[src/rtl/gpio_port_pkg.sv]
package gpio_port_pkg;
    typedef enum logic [1:0] {
        ADDR_PIN = 2'd0,
        ADDR_LAT = 2'd1,
        ADDR_DIR = 2'd2,
        ADDR_CTL = 2'd3
    } reg_addr_e;

    localparam int unsigned PORT_W = 8;
endpackage

[src/rtl/port_sync.sv]
module port_sync #(
    parameter int unsigned W = 8
) (
    input  logic         clk,
    input  logic         rst_n,
    input  logic [W-1:0] raw,
    output logic [W-1:0] synced
);
    typedef struct packed {
        logic [W-1:0] s1;
        logic [W-1:0] s2;
    } sync_t;

    sync_t st_d, st_q;

    always_comb begin
        st_d    = st_q;
        st_d.s1 = raw;
        st_d.s2 = st_q.s1;
    end

    always_ff @(posedge clk or negedge rst_n) begin
        if (!rst_n) st_q <= '0;
        else        st_q <= st_d;
    end

    assign synced = st_q.s2;


    sync_stage_chk: assert property (@(posedge clk) disable iff (!rst_n)
        st_q.s2 == $past(st_q.s1));
endmodule

[src/rtl/port_regs.sv]
module port_regs
    import gpio_port_pkg::*;
#(
    parameter int unsigned W = 8
) (
    input  logic         clk,
    input  logic         rst_n,
    input  logic         wr_en,
    input  logic [1:0]   addr,
    input  logic [W-1:0] wr_data,
    input  logic [W-1:0] pin_sync,
    output logic [W-1:0] rd_data,
    output logic [W-1:0] lat,
    output logic [W-1:0] dir,
    output logic         pu_ctl
);
    typedef struct packed {
        logic [W-1:0] lat;
        logic [W-1:0] dir;
        logic         pu;
    } regs_t;

    regs_t r_d, r_q;
    reg_addr_e a;

    assign a = reg_addr_e'(addr);

    always_comb begin
        r_d = r_q;
        if (wr_en) begin
            unique case (a)
                ADDR_PIN, ADDR_LAT: r_d.lat = wr_data;
                ADDR_DIR:           r_d.dir = wr_data;
                ADDR_CTL:           r_d.pu  = wr_data[0];
                default:            r_d     = r_q;
            endcase
        end
    end

    always_ff @(posedge clk or negedge rst_n) begin
        if (!rst_n) begin
            r_q.lat <= '0;
            r_q.dir <= '1;
            r_q.pu  <= 1'b0;
        end else begin
            r_q <= r_d;
        end
    end

    always_comb begin
        unique case (a)
            ADDR_PIN: rd_data = pin_sync;
            ADDR_LAT: rd_data = r_q.lat;
            ADDR_DIR: rd_data = r_q.dir;
            ADDR_CTL: rd_data = {{(W-1){1'b0}}, r_q.pu};
            default:  rd_data = '0;
        endcase
    end

    assign lat    = r_q.lat;
    assign dir    = r_q.dir;
    assign pu_ctl = r_q.pu;


    lat_write_chk: assert property (@(posedge clk) disable iff (!rst_n)
        (wr_en && (addr == 2'd0 || addr == 2'd1)) |=> (lat == $past(wr_data)));

    dir_hold_chk: assert property (@(posedge clk) disable iff (!rst_n)
        !(wr_en && addr == 2'd2) |=> $stable(dir));
endmodule

[src/rtl/port_mux.sv]
module port_mux #(
    parameter int unsigned W         = 8,
    parameter logic [W-1:0] PWM_PINS = 8'h7F,
    parameter logic [W-1:0] REMAP    = 8'h63,
    parameter int unsigned PIN_WR    = 1,
    parameter int unsigned PIN_RD    = 0,
    parameter int unsigned PIN_REFO  = 3,
    parameter int unsigned PIN_ALT   = 7
) (
    input  logic [W-1:0] lat,
    input  logic [W-1:0] dir,
    input  logic         pu_ctl,
    input  logic         xbus_en,
    input  logic         xbus_oe,
    input  logic [W-1:0] xbus_dout,
    input  logic         pmp_en,
    input  logic         pmp_sel,
    input  logic         pmp_wr,
    input  logic         pmp_rd,
    input  logic         refo_en,
    input  logic         refo_clk,
    input  logic         pwm_local,
    input  logic [W-1:0] pwm_en,
    input  logic [W-1:0] pwm_val,
    input  logic         alt_sel_n,
    input  logic         pri_en,
    input  logic         pri_val,
    output logic [W-1:0] out,
    output logic [W-1:0] oe,
    output logic [W-1:0] pu
);
    logic pmp_on;
    assign pmp_on = pmp_en && !pmp_sel;

    always_comb begin
        for (int i = 0; i < W; i++) begin
            out[i] = lat[i];
            oe[i]  = ~dir[i];
            if (PWM_PINS[i] && pwm_en[i] && (pwm_local || !REMAP[i])) begin
                out[i] = pwm_val[i];
                oe[i]  = 1'b1;
            end
            if (i == PIN_ALT && !alt_sel_n && pri_en) begin
                out[i] = pri_val;
                oe[i]  = 1'b1;
            end
            if (i == PIN_REFO && refo_en) begin
                out[i] = refo_clk;
                oe[i]  = 1'b1;
            end
            if (pmp_on && i == PIN_WR) begin
                out[i] = pmp_wr;
                oe[i]  = 1'b1;
            end
            if (pmp_on && i == PIN_RD) begin
                out[i] = pmp_rd;
                oe[i]  = 1'b1;
            end
            if (xbus_en) begin
                out[i] = xbus_dout[i];
                oe[i]  = xbus_oe;
            end
        end
        pu = {W{pu_ctl}} & ~oe;
    end
endmodule

[src/rtl/gpio_override_port.sv]
module gpio_override_port
    import gpio_port_pkg::*;
(
    input  logic              clk,
    input  logic              rst_n,
    input  logic              wr_en,
    input  logic [1:0]        addr,
    input  logic [PORT_W-1:0] wr_data,
    output logic [PORT_W-1:0] rd_data,
    input  logic [PORT_W-1:0] pad_in,
    output logic [PORT_W-1:0] pad_out,
    output logic [PORT_W-1:0] pad_oe,
    output logic [PORT_W-1:0] pad_pu,
    input  logic              xbus_en,
    input  logic              xbus_oe,
    input  logic [PORT_W-1:0] xbus_dout,
    output logic [PORT_W-1:0] xbus_din,
    input  logic              pmp_en,
    input  logic              pmp_sel,
    input  logic              pmp_wr,
    input  logic              pmp_rd,
    input  logic              refo_en,
    input  logic              refo_clk,
    input  logic              pwm_local,
    input  logic [PORT_W-1:0] pwm_en,
    input  logic [PORT_W-1:0] pwm_val,
    input  logic              alt_sel_n,
    input  logic              pri_en,
    input  logic              pri_val
);
    logic [PORT_W-1:0] pin_sync, lat, dir;
    logic              pu_ctl;

    port_sync #(.W(PORT_W)) sync_i (
        .clk(clk), .rst_n(rst_n), .raw(pad_in), .synced(pin_sync)
    );

    port_regs #(.W(PORT_W)) regs_i (
        .clk(clk), .rst_n(rst_n), .wr_en(wr_en), .addr(addr),
        .wr_data(wr_data), .pin_sync(pin_sync), .rd_data(rd_data),
        .lat(lat), .dir(dir), .pu_ctl(pu_ctl)
    );

    port_mux #(.W(PORT_W)) mux_i (
        .lat(lat), .dir(dir), .pu_ctl(pu_ctl),
        .xbus_en(xbus_en), .xbus_oe(xbus_oe), .xbus_dout(xbus_dout),
        .pmp_en(pmp_en), .pmp_sel(pmp_sel), .pmp_wr(pmp_wr), .pmp_rd(pmp_rd),
        .refo_en(refo_en), .refo_clk(refo_clk), .pwm_local(pwm_local),
        .pwm_en(pwm_en), .pwm_val(pwm_val), .alt_sel_n(alt_sel_n),
        .pri_en(pri_en), .pri_val(pri_val),
        .out(pad_out), .oe(pad_oe), .pu(pad_pu)
    );

    assign xbus_din = pad_in;


    pu_drive_off_chk: assert property (@(posedge clk) disable iff (!rst_n)
        (pad_pu & pad_oe) == '0);

    xbus_owns_chk: assert property (@(posedge clk) disable iff (!rst_n)
        xbus_en |-> (pad_out == xbus_dout && pad_oe == {PORT_W{xbus_oe}}));

    pmp_strobe_chk: assert property (@(posedge clk) disable iff (!rst_n)
        (!xbus_en && pmp_en && !pmp_sel) |-> (pad_out[1:0] == {pmp_wr, pmp_rd} && pad_oe[1:0] == 2'b11));

    plain_pin7_chk: assert property (@(posedge clk) disable iff (!rst_n)
        (!xbus_en && !(!alt_sel_n && pri_en)) |-> (pad_out[7] == lat[7] && pad_oe[7] == !dir[7]));
endmodule

[config.mk]
export PLATFORM = sky130hd
export DESIGN_NAME = gpio_override_port
export DESIGN_NICKNAME = d
export VERILOG_FILES = /design/src/rtl/gpio_port_pkg.sv /design/src/rtl/port_sync.sv /design/src/rtl/port_regs.sv /design/src/rtl/port_mux.sv /design/src/rtl/gpio_override_port.sv
export SDC_FILE = /design/constraint.sdc
export NUM_CORES = 1
export LEC_CHECK = 0
export BUFFER_PORTS_ARGS = -buffer_cell sky130_fd_sc_hd__buf_2
export CAP_MARGIN = 25
export CORE_ASPECT_RATIO = 1.1
export CORE_UTILIZATION = 44
export DETAILED_ROUTE_END_ITERATION = 7
export PLACE_DENSITY = 0.91
export SYNTH_ARGS = -nofsm -noshare
export SYNTH_HDL_FRONTEND = slang
export SYNTH_SLANG_ARGS = --single-unit
[constraint.sdc]
create_clock -name clk -period 0.9 [get_ports clk]
set_input_delay 0 -clock clk [delete_from_list [all_inputs] [get_ports clk]]
set_output_delay 0 -clock clk [all_outputs]
set_load 0.02 [all_outputs]
==> results by group, run 1 <==
Drt
  – DRC Markers: 0
  – ANT nets after route: 0
  – Routed wire length per instance: between 15 and 20 microns
  – Final WL: 5680 microns
  – Drt pass-1 iters: 4
  – Via density: about 5
  – DR iter-0 viols: 59
  – Vias post-DR: ~1,700

Place
  – Cell Area, Placed: 2350 sq um
  – Pre-CTS WS: -0.160 ns
  – Routability Congestion: between 0.8 and 0.9
  – PortBufs: 94
  – DP Wirelength: between 3000 and 4000 microns
  – Inst Count DP: 294

Synthesis
  – Syn Inst Count: 149
  – Seq/Total Area, Yosys: 0.484
  – Top_reg_cell synth: dfrtp_1
  – Cell Area, Synth: 1730 sq um
  – Async set-reset flop share out of synthesis: 1.00
  – Mean Syn Cell Area: 11.6 sq um
  – Dominant cell type by area after synthesis: dfrtp_1
  – Number of synthesis warnings: 0
  – Synth area leaders: dfrtp_1 (36%), dfstp_2 (12%), mux2i_1 (8.1%)
  – Yosys reg bits: 33
  – Synth top area share: 0.362
  – Mapped Nets: 206
  – Post-synth EDFFs: 0
  – Distinct cell type count after synthesis: 28

Worst hold path
  – Hold Path Class: in2reg

STA
  – Skew final: around 0.00054 ns
  – Slew HR: 0.617
  – Final TNS setup: -9.70 ns
  – Setup violators final: 36
  – Crit share post-route: 1.49
  – Final Hold Vio Count: 0
  – Max Slew Vio Count: 0
  – Final WS setup: -0.445 ns
  – Final Critical Period: 1.35 ns
  – RSZ-0062 raised after global routing: true
  – Worst slew pin tran: approximately 0.57 ns
  – Worst Hold Slack: 0.183 ns
  – F_max: between 0.7 and 0.8 GHz

Worst setup path
  – Critical path class: reg2out
  – Cells on worst reg2reg path: 2
  – Reg-to-reg slack, setup: -0.04 ns
  – Endpoint class of the critical path: output port
  – Crit path launch type: register
  – Worst r2r src: regs_i.lat[4]
  – Reg2Reg Capture Point: regs_i.lat[4]
  – Worst Setup SP: regs_i.lat[0]
  – Arr. time, crit path: 1.35 ns
  – Worst path required time: around 0.9 ns
  – Worst Setup EP: pad_out[0]
  – CP max FO: 3

Floorplan
  – Die width: 61.7 microns
  – Die Ht: between 60 and 70 microns
  – Die area: 4180 sq um
  – Rows: 23
  – Initial Util: 0.465
  – Core Footprint: 3710 sq um
  – Ports: 97

CTS
  – Reg clk slew, reported paths: ~0.070 ns
  – CTS sink count: 33
  – CTS tree: yes
  – Inserted Clock Buffers: 5
  – Root buf cell: clkbuf_8
  – Clock buffer depth: 2
  – H-tree levels: 2
  – Clk_lat worst skew: 0.28 ns

GRT
  – Total congestion overflow: 0
  – Vias in the first global route: 1,655
  – Total track usage: 0.256
  – Pin count of the biggest net entering global routing: 18
  – Initial antenna violation count: 0
  – First-pass GRT wire length: ~7300 microns

Final layout
  – Share of cells above drive strength 1: 0.652
  – Synth-to-Final Area Change: 69.3%
  – Fillers: 196
  – Inserted Diodes: 0
  – Most common cell after layout, fill and taps aside: buf_2
  – Most frequent cells in the layout: buf_2 (66), buf_4 (25), dfrtp_1 (25), buf_6 (24), dlygate4sd3_1 (17)
  – Layout Nets: about 330
  – Final core occ: 0.788
  – Non-filler cells, final: 326
  – Post-route cell area: 2920 sq um

Run status
  – Failing checks: setup timing
  – Outcome: finished, violations left

Power
  – Leak: 1.46 nW
  – Peak supply drop: around 1.6 mV
  – Power Total: 4.82 mW
  – Power Dens Cells: 1650 nW/um^2

Job
  – Max-cap viol count: 0
-- area by class of cell --
class	instances	area, sq um	area share
clock buffers	7	96.3	0.0329
clock inverters	1	5.00	0.00171
inverters	5	18.8	0.00642
multi-input cells	96	907	0.310
flip-flops and latches	33	836	0.286
well taps	50	62.6	0.0214
repair buffers	134	998	0.341
-- critical path, stage by stage (launching register included) --
cell	delay [ns]
dfrtp_1	0.38
buf_4	0.12
mux2i_1	0.09
a221oi_2	0.27
buf_4	0.19
-- worst min path at each step --
stage	endpoint	start	cells after the start	slack, ns
after floorplan	regs_i.lat[0]	rst_n	0	-0.30
after global placement	sync_i.synced[0]	rst_n	1	-0.06
after detailed placement	sync_i.synced[0]	rst_n	1	-0.05
after CTS	sync_i.synced[0]	rst_n	2	0.17
after global routing	regs_i.pu_ctl	addr[0]	3	0.19
final	regs_i.pu_ctl	addr[0]	3	0.18
-- synth_stat cells, types with 2 or more instances --
cell / instances
a21oi_1: 2
a221oi_1: 2
a31oi_1: 4
a41o_1: 2
and2_1: 3
buf_2: 2
buf_4: 9
buf_6: 3
dfrtp_1: 25
dfstp_2: 8
inv_1: 4
mux2_2: 10
mux2_4: 8
mux2i_1: 14
nand2_1: 17
nand2b_1: 2
nor2_1: 4
nor2b_1: 8
nor3_1: 2
o21ai_0: 12
-- repair_timing --
item	4_1_cts	5_1_grt
endpoints found under the hold margin	58	0
cloned	0	0
buffers inserted	5	5
hold buffers	17	0
pin swaps	10	6
setup endpoints to repair	33	36
resized for setup	58	28
-- kinds of logic after synthesis --
family,synth area share
flip-flops,0.484
AND/OR/NAND/NOR,0.130
multiplexers,0.231
buffers and inverters,0.0775
AO/OA/AOI/OAI,0.0768
-- routing by layer --
layer,track usage,wire [microns],up-vias,share of wire
met2,0.461,2980,85,0.53
met1,0.250,2030,781,0.36
li1,-,-,764,-
met5,0,0,-,0
met4,0.133,266,0,0.047
met3,0.0900,404,33,0.071
-- power by group --
part / internal, mW / switching [mW]
Sequential: 1.70 / 0.151
Clock: 0.690 / 0.517
Combinational: 0.943 / 0.810
-- registers in the layout, summed over array words and instances (netlist names) --
register,cells
regs_i.dir,8
regs_i.lat,8
sync_i.st_d,8
sync_i.synced,8
regs_i.pu_ctl,1
No activity file was read; power rests on OpenSTA's default activity.
==> inputs of run 2 (changes only) <==
- GPL_TIMING_DRIVEN: default -> 0
==> run 2 against run 1 <==
- wire length is 18% lower
- the run still ends with setup timing left
- largest power group unchanged
- final area is 3.6% lower
- sequential share of layout area is 1.1 points higher
- combinational power is 11% lower
- via count is 5.7% lower
- global-route usage is 3.6 points lower
- core utilization is 2.8 points lower
- critical path depth stayed put
- maximum frequency is 0.30% higher
- clock power hardly changed
- worst hold slack worse by 0.032 ns
- largest cell class unchanged
- power is 4.1% lower
==> results by group, run 2 (same netlist as run 1, synthesis figures left out) <==
Floorplan
  – Rows: 23 (unchanged)
  – Core Footprint: 3710 sq um (unchanged)
  – Die area: 4180 sq um (unchanged)
  – Die width: 61.7 microns (unchanged)
  – Initial Util: 0.465 (unchanged)
  – Ports: 97 (unchanged)
  – Die Ht: 67.7 microns (unchanged)

Drt
  – ANT nets after route: 0 (unchanged)
  – Routed wire length per instance: 14.5 microns (-17%)
  – Vias post-DR: 1,569 (-5.7%)
  – DR iter-0 viols: 56 (-5.1%)
  – Routed length on met2: 2440 microns (-18%)
  – DRC Markers: 0 (unchanged)
  – Via density: 4.87 (-4.5%)
  – Met3 routed WL: 286 microns (-29%)
  – DRT met1 WL: 1880 microns (-7.1%)
  – Drt pass-1 iters: 4 (unchanged)
  – Max Used Layer: met4
  – Final WL: 4660 microns (-18%)

GRT
  – First-pass GRT wire length: 6520 microns (-11%)
  – Initial antenna violation count: 0 (unchanged)
  – Vias in the first global route: 1,515 (-8.5%)
  – Pin count of the biggest net entering global routing: 34 (+16)
  – Total congestion overflow: 0 (unchanged)
  – Total track usage: 0.220 (-0.0356)

Final layout
  – Fillers: 246 (+26%)
  – Most common cell after layout, fill and taps aside: buf_2
  – Synth-to-Final Area Change: 63.3%
  – Layout Nets: 328 (-1.2%)
  – Inserted Diodes: 0 (unchanged)
  – Final core occ: 0.759 (-0.0283)
  – Most frequent cells in the layout: buf_2 (67), dfrtp_1 (24), buf_6 (23), buf_4 (21)
  – Share of cells above drive strength 1: 0.625 (-0.0272)

Worst setup path
  – CP max FO: 2 (-1)
  – Endpoint class of the critical path: output port
  – Reg2Reg Capture Point: regs_i.pu_ctl
  – Critical path class: reg2out
  – Worst path required time: 0.90 ns (about the same)
  – Worst r2r src: regs_i.pu_ctl
  – Cells on worst reg2reg path: 2 (unchanged)
  – Worst Setup EP: pad_pu[3]
  – Arr. time, crit path: 1.34 ns (about the same)
  – Crit path launch type: register
  – Reg-to-reg slack, setup: -0.03 ns (about the same)
  – Worst Setup SP: regs_i.dir[3]

STA
  – Final Hold Vio Count: 0 (unchanged)
  – Crit share post-route: 1.49 (-0.00451)
  – F_max: 0.746 GHz (+0.30%)
  – Worst Hold Slack: 0.151 ns (-0.0321 ns)
  – Final TNS setup: -8.76 ns (+0.936 ns)
  – RSZ-0062 raised after global routing: true
  – Slew HR: 0.683 (+0.0660)
  – Max Slew Vio Count: 0 (unchanged)
  – Final Critical Period: 1.34 ns (-0.00406 ns)
  – Setup violators final: 34 (-5.6%)
  – Worst slew pin tran: 0.476 ns (-0.0978 ns)
  – Skew final: 0.000510 ns (-0.0000281 ns)
  – Final WS setup: -0.441 ns (+0.00406 ns)

Power
  – Power Dens Cells: 1640 nW/um^2 (-0.51%)
  – Peak supply drop: 1.34 mV (-18%)
  – Leak: 1.41 nW (-3.4%)

CTS
  – CTS tree: yes
  – CTS sink count: 33 (unchanged)
  – Reg clk slew, reported paths: 0.07 ns (about the same)
  – Clk_lat worst skew: 0.28 ns (about the same)
  – Clock buffer depth: 2 (unchanged)
  – Inserted Clock Buffers: 5 (unchanged)
  – H-tree levels: 2 (unchanged)
  – Root buf cell: clkbuf_8

Run status
  – Failing checks: setup timing
  – Outcome: finished, violations left

Job
  – Max-cap viol count: 0 (unchanged)

Worst hold path
  – Hold Path Class: in2reg

Place
  – Pre-CTS WS: -0.236 ns (-0.0757 ns)
  – PortBufs: 92 (-2.1%)
  – Routability Congestion: 0.798 (-5.4%)
  – DP Wirelength: 3070 microns (-8.7%)
==> run 2: report_power, final <==
part	internal (mW)	switching [mW]	leakage, nW	total (mW)
logic	0.849	0.716	0.978	1.56
clock network	0.691	0.520	0.0542	1.21
registers	1.71	0.139	0.375	1.84
==> run 2: worst max-delay path: stages (launching register included) <==
cell and delay (ns):
dfstp_2 0.53, nor4b_4 0.20, nor2_2 0.09, nor2b_4 0.12, buf_6 0.12
==> run 2: stage by stage <==
| stage | std cells | total power [mW] | instance area, sq um |
|---|---|---|---|
| floorplan | 149 | 2.60 | 1790 |
| global placement | 291 | 3.01 | 2310 |
| detailed placement | 291 | 3.04 | 2310 |
| CTS | 322 | 4.57 | 2760 |
| global route | 322 | 4.85 | 2820 |
| finish | 322 | 4.62 | 2820 |
==> run 2: how the worst min path moves through the flow <==
stage	slack, ns	depth (start not counted)	to	start
2_1_floorplan	-0.30	0	regs_i.lat[0]	rst_n
3_3_place_gp	0.08	1	sync_i.synced[0]	rst_n
3_5_place_dp	0.1	1	sync_i.st_d[0]	rst_n
4_1_cts	0.13	3	regs_i.pu_ctl	addr[0]
5_1_grt	0.14	3	regs_i.pu_ctl	addr[0]
6_report	0.15	3	regs_i.pu_ctl	addr[0]
==> run 2: repair_timing <==
item                                    CTS  global route
hold buffers                             17             0
pin swaps                                 6             3
endpoints found under the hold margin    50             0
resized for setup                        52            19
setup buffers                             6             0
endpoints found under the setup margin   33            58
==> run 2: per-layer routing <==
| layer | vias up | global-route usage |
|---|---|---|
| met2 | 74 | 0.388 |
| met1 | 735 | 0.243 |
| met4 | 0 | 0.106 |
| met3 | 5 | 0.0536 |
| met5 | - | 0 |
| li1 | 755 | - |
==> run 2: area by class of cell <==
| type | instances | area (sq um) | share of cell area |
|---|---|---|---|
| Buffer | 15 | 115 | 0.0408 |
| Clock buffer | 7 | 96.3 | 0.0342 |
| Clock inverter | 1 | 5.00 | 0.00178 |
| Inverter | 5 | 18.8 | 0.00666 |
| Multi-Input combinational cell | 96 | 866 | 0.307 |
| Sequential cell | 33 | 837 | 0.297 |
| Tap cell | 50 | 62.6 | 0.0222 |
| Timing Repair Buffer | 115 | 818 | 0.290 |
==> inputs of run 3 (changes only) <==
- CORE_UTILIZATION: 44 -> 47
- PLACE_DENSITY: 0.91 -> 0.95
- clock period: 0.9 -> 1.61 ns (I/O delays scaled with it)
==> run 3 against run 2 <==
- the flow now finishes without violations
- largest power group unchanged
- final area shrank 12%
- clock skew is essentially flat
- sequential power shrank 44%
- sequential cell count is the same
- wire length shrank 13%
- clock power shrank 65%
- largest cell class is now registers
==> results by group, run 3 (same netlist as run 1, synthesis figures left out) <==
CTS
  – CTS tree: yes
  – Clk_lat worst skew: 0.32 ns (+0.04 ns)
  – Root buf cell: clkbuf_4
  – CTS sink count: 33 (unchanged)
  – Clock buffer depth: 2 (unchanged)
  – Inserted Clock Buffers: 5 (unchanged)
  – Post-CTS Setup Repair Bufs: 0 (-6)
  – Reg clk slew, reported paths: 0.10 ns (+0.03 ns)
  – H-tree levels: 2 (unchanged)

Worst hold path
  – Hold Path Class: in2reg
  – Worst Hold End: regs_i.pu_ctl
  – WHS Path Cells: 3 (unchanged)
  – Worst Hold Launch: wr_en

STA
  – F_max: approximately 0.67 GHz
  – Max Slew Vio Count: 0 (unchanged)
  – Crit share post-route: 0.930
  – Worst slew pin tran: 0.722 ns (+0.246 ns)
  – Final TNS setup: 0 ns (+8.76 ns)
  – Final WS setup: 0.112 ns (+0.553 ns)
  – Worst Hold Slack: 0.0837 ns (-0.0668 ns)
  – Setup violators final: 0 (-100%)
  – Final Critical Period: 1.50 ns
  – RSZ-0062 raised after global routing: false
  – Slew HR: 0.519 (-0.164)
  – Skew final: 0.000267 ns (-0.000244 ns)
  – Final Hold Vio Count: 0 (unchanged)

Floorplan
  – Die Ht: 65.6 microns (-3.1%)
  – Ports: 97 (unchanged)
  – Die width: 59.8 microns (-3.1%)
  – Core Footprint: 3410 sq um (-8.1%)
  – Rows: 22 (-4.3%)
  – Initial Util: 0.506 (+0.0407)
  – Die area: 3920 sq um (-6.2%)

Worst setup path
  – Worst r2r src: regs_i.pu_ctl
  – CP max FO: 10 (+8)
  – Crit path launch type: register
  – Slowest-stage cell, CP: mux4_1
  – Arr. time, crit path: 1.50 ns (+0.16 ns)
  – Reg2Reg Capture Point: regs_i.pu_ctl
  – CP bufs+invs: 1 (unchanged)
  – Worst path required time: 1.61 ns (+0.71 ns)
  – Endpoint class of the critical path: output port
  – Delay-heaviest family, CP: multiplexers
  – Cells on worst reg2reg path: 1 (-1)
  – Crit path cell chain: mux4_1 > buf_2
  – Biggest cell delay along the critical path: 0.50 ns (-0.03 ns)
  – Critical path class: reg2out
  – Reg-to-reg slack, setup: 0.71 ns (+0.74 ns)

Drt
  – Final WL: 4050 microns (-13%)
  – Routed wire length per instance: 12.9 microns (-11%)
  – Via density: 4.81 (-1.4%)
  – Vias post-DR: 1,509 (-3.8%)
  – DRC Markers: 0 (unchanged)
  – Drt pass-1 iters: 4 (unchanged)
  – DR iter-0 viols: 52 (-7.1%)
  – ANT nets after route: 0 (unchanged)

Final layout
  – Non-filler cells, final: 314 (-2.5%)
  – Most frequent cells in the layout: buf_2 (94), dfrtp_1 (25), nand2_1 (17), dlygate4sd3_1 (17), mux2i_1 (14)
  – Fillers: 263 (+6.9%)
  – Share of cells above drive strength 1: 0.530 (-0.0949)
  – Most common cell after layout, fill and taps aside: buf_2
  – Synth-to-Final Area Change: 43.2%
  – Inserted Diodes: 0 (unchanged)
  – Layout Nets: 322 (-1.8%)

Place
  – Routability Congestion: 0.757 (-5.1%)
  – PortBufs: 92 (unchanged)
  – Inst Count DP: 289 (-0.69%)
  – DP Wirelength: 3040 microns (-1.2%)
  – Pre-CTS WS: 0.470 ns (+0.705 ns)

GRT
  – Initial antenna violation count: 0 (unchanged)
  – Total congestion overflow: 0 (unchanged)
  – Pin count of the biggest net entering global routing: 34 (unchanged)
  – Total track usage: 0.226 (+0.00554)
  – First-pass GRT wire length: 6500 microns (-0.32%)
  – Vias in the first global route: 1,485 (-2.0%)

Run status
  – Outcome: finished, final reports clean

Power
  – NetSw: 0.664 mW (-52%)
  – Peak supply drop: 0.585 mV (-56%)
  – Comb pwr share: 0.310 (-0.029)
  – Leak: 1.28 nW (-9.0%)
  – Flop pwr share: 0.488 (+0.089)
  – Power share of the clock group: 0.202 (-0.060)
  – Power Dens Cells: 855 nW/um^2 (-48%)
  – Switching share of power: 0.314 (+0.0167)
  – Internal: 1.45 mW (-55%)

Job
  – Max-cap viol count: 0 (unchanged)
run 3: final cells by class:
class,instances,area (sq um),share of cell area
flip-flops and latches,33,836,0.338
multi-input cells,96,763,0.309
repair buffers,109,631,0.255
plain buffers,15,115,0.0466
well taps,48,60.1,0.0243
clock buffers,8,48.8,0.0197
inverters,5,18.8,0.00759
run 3: how the worst max path moves through the flow:
stage | from | end | slack [ns] | depth (start not counted)
finish | regs_i.pu_ctl | rd_data[0] | 0.11 | 2
global route | regs_i.pu_ctl | rd_data[0] | 0.05 | 2
CTS | regs_i.pu_ctl | rd_data[0] | 0.10 | 2
detailed placement | regs_i.pu_ctl | rd_data[0] | 0.47 | 2
global placement | regs_i.pu_ctl | rd_data[0] | 0.48 | 2
floorplan | regs_i.dir[3] | pad_pu[3] | 0.38 | 3
run 3: what timing repair did:
action | CTS | global route
resized for setup | 0 | 1
hold endpoints to repair | 50 | 0
endpoints found under the setup margin | 0 | 1
hold buffers | 17 | 0
run 3: per-stage QoR:
stage	total power, mW	utilization	instance area (sq um)
2_1_floorplan	1.42	-	1730
3_3_place_gp	1.65	0.658	2250
3_5_place_dp	1.67	0.658	2250
4_1_cts	2.13	0.723	2470
5_1_grt	2.24	0.724	2470
6_report	2.11	0.724	2470
run 3: routing by layer:
layer  part of all wire  track usage
met1               0.43        0.258
met2               0.49        0.396
met3              0.074       0.0689
met4              0.013       0.0698
met5                  0            0
run 3: power groups by stage:
stage	Sequential [mW]	Combinational [mW]	Clock, mW
3_5_place_dp	1.05	0.625	0
4_1_cts	1.03	0.658	0.439
3_3_place_gp	1.04	0.611	0
5_1_grt	1.05	0.712	0.481
2_1_floorplan	1.01	0.414	0
6_report	1.03	0.656	0.426
run 3: tightest hold or removal path: stages:
cell,delay [ns]
buf_2,0.14
nand3_1,0.10
mux2_2,0.15
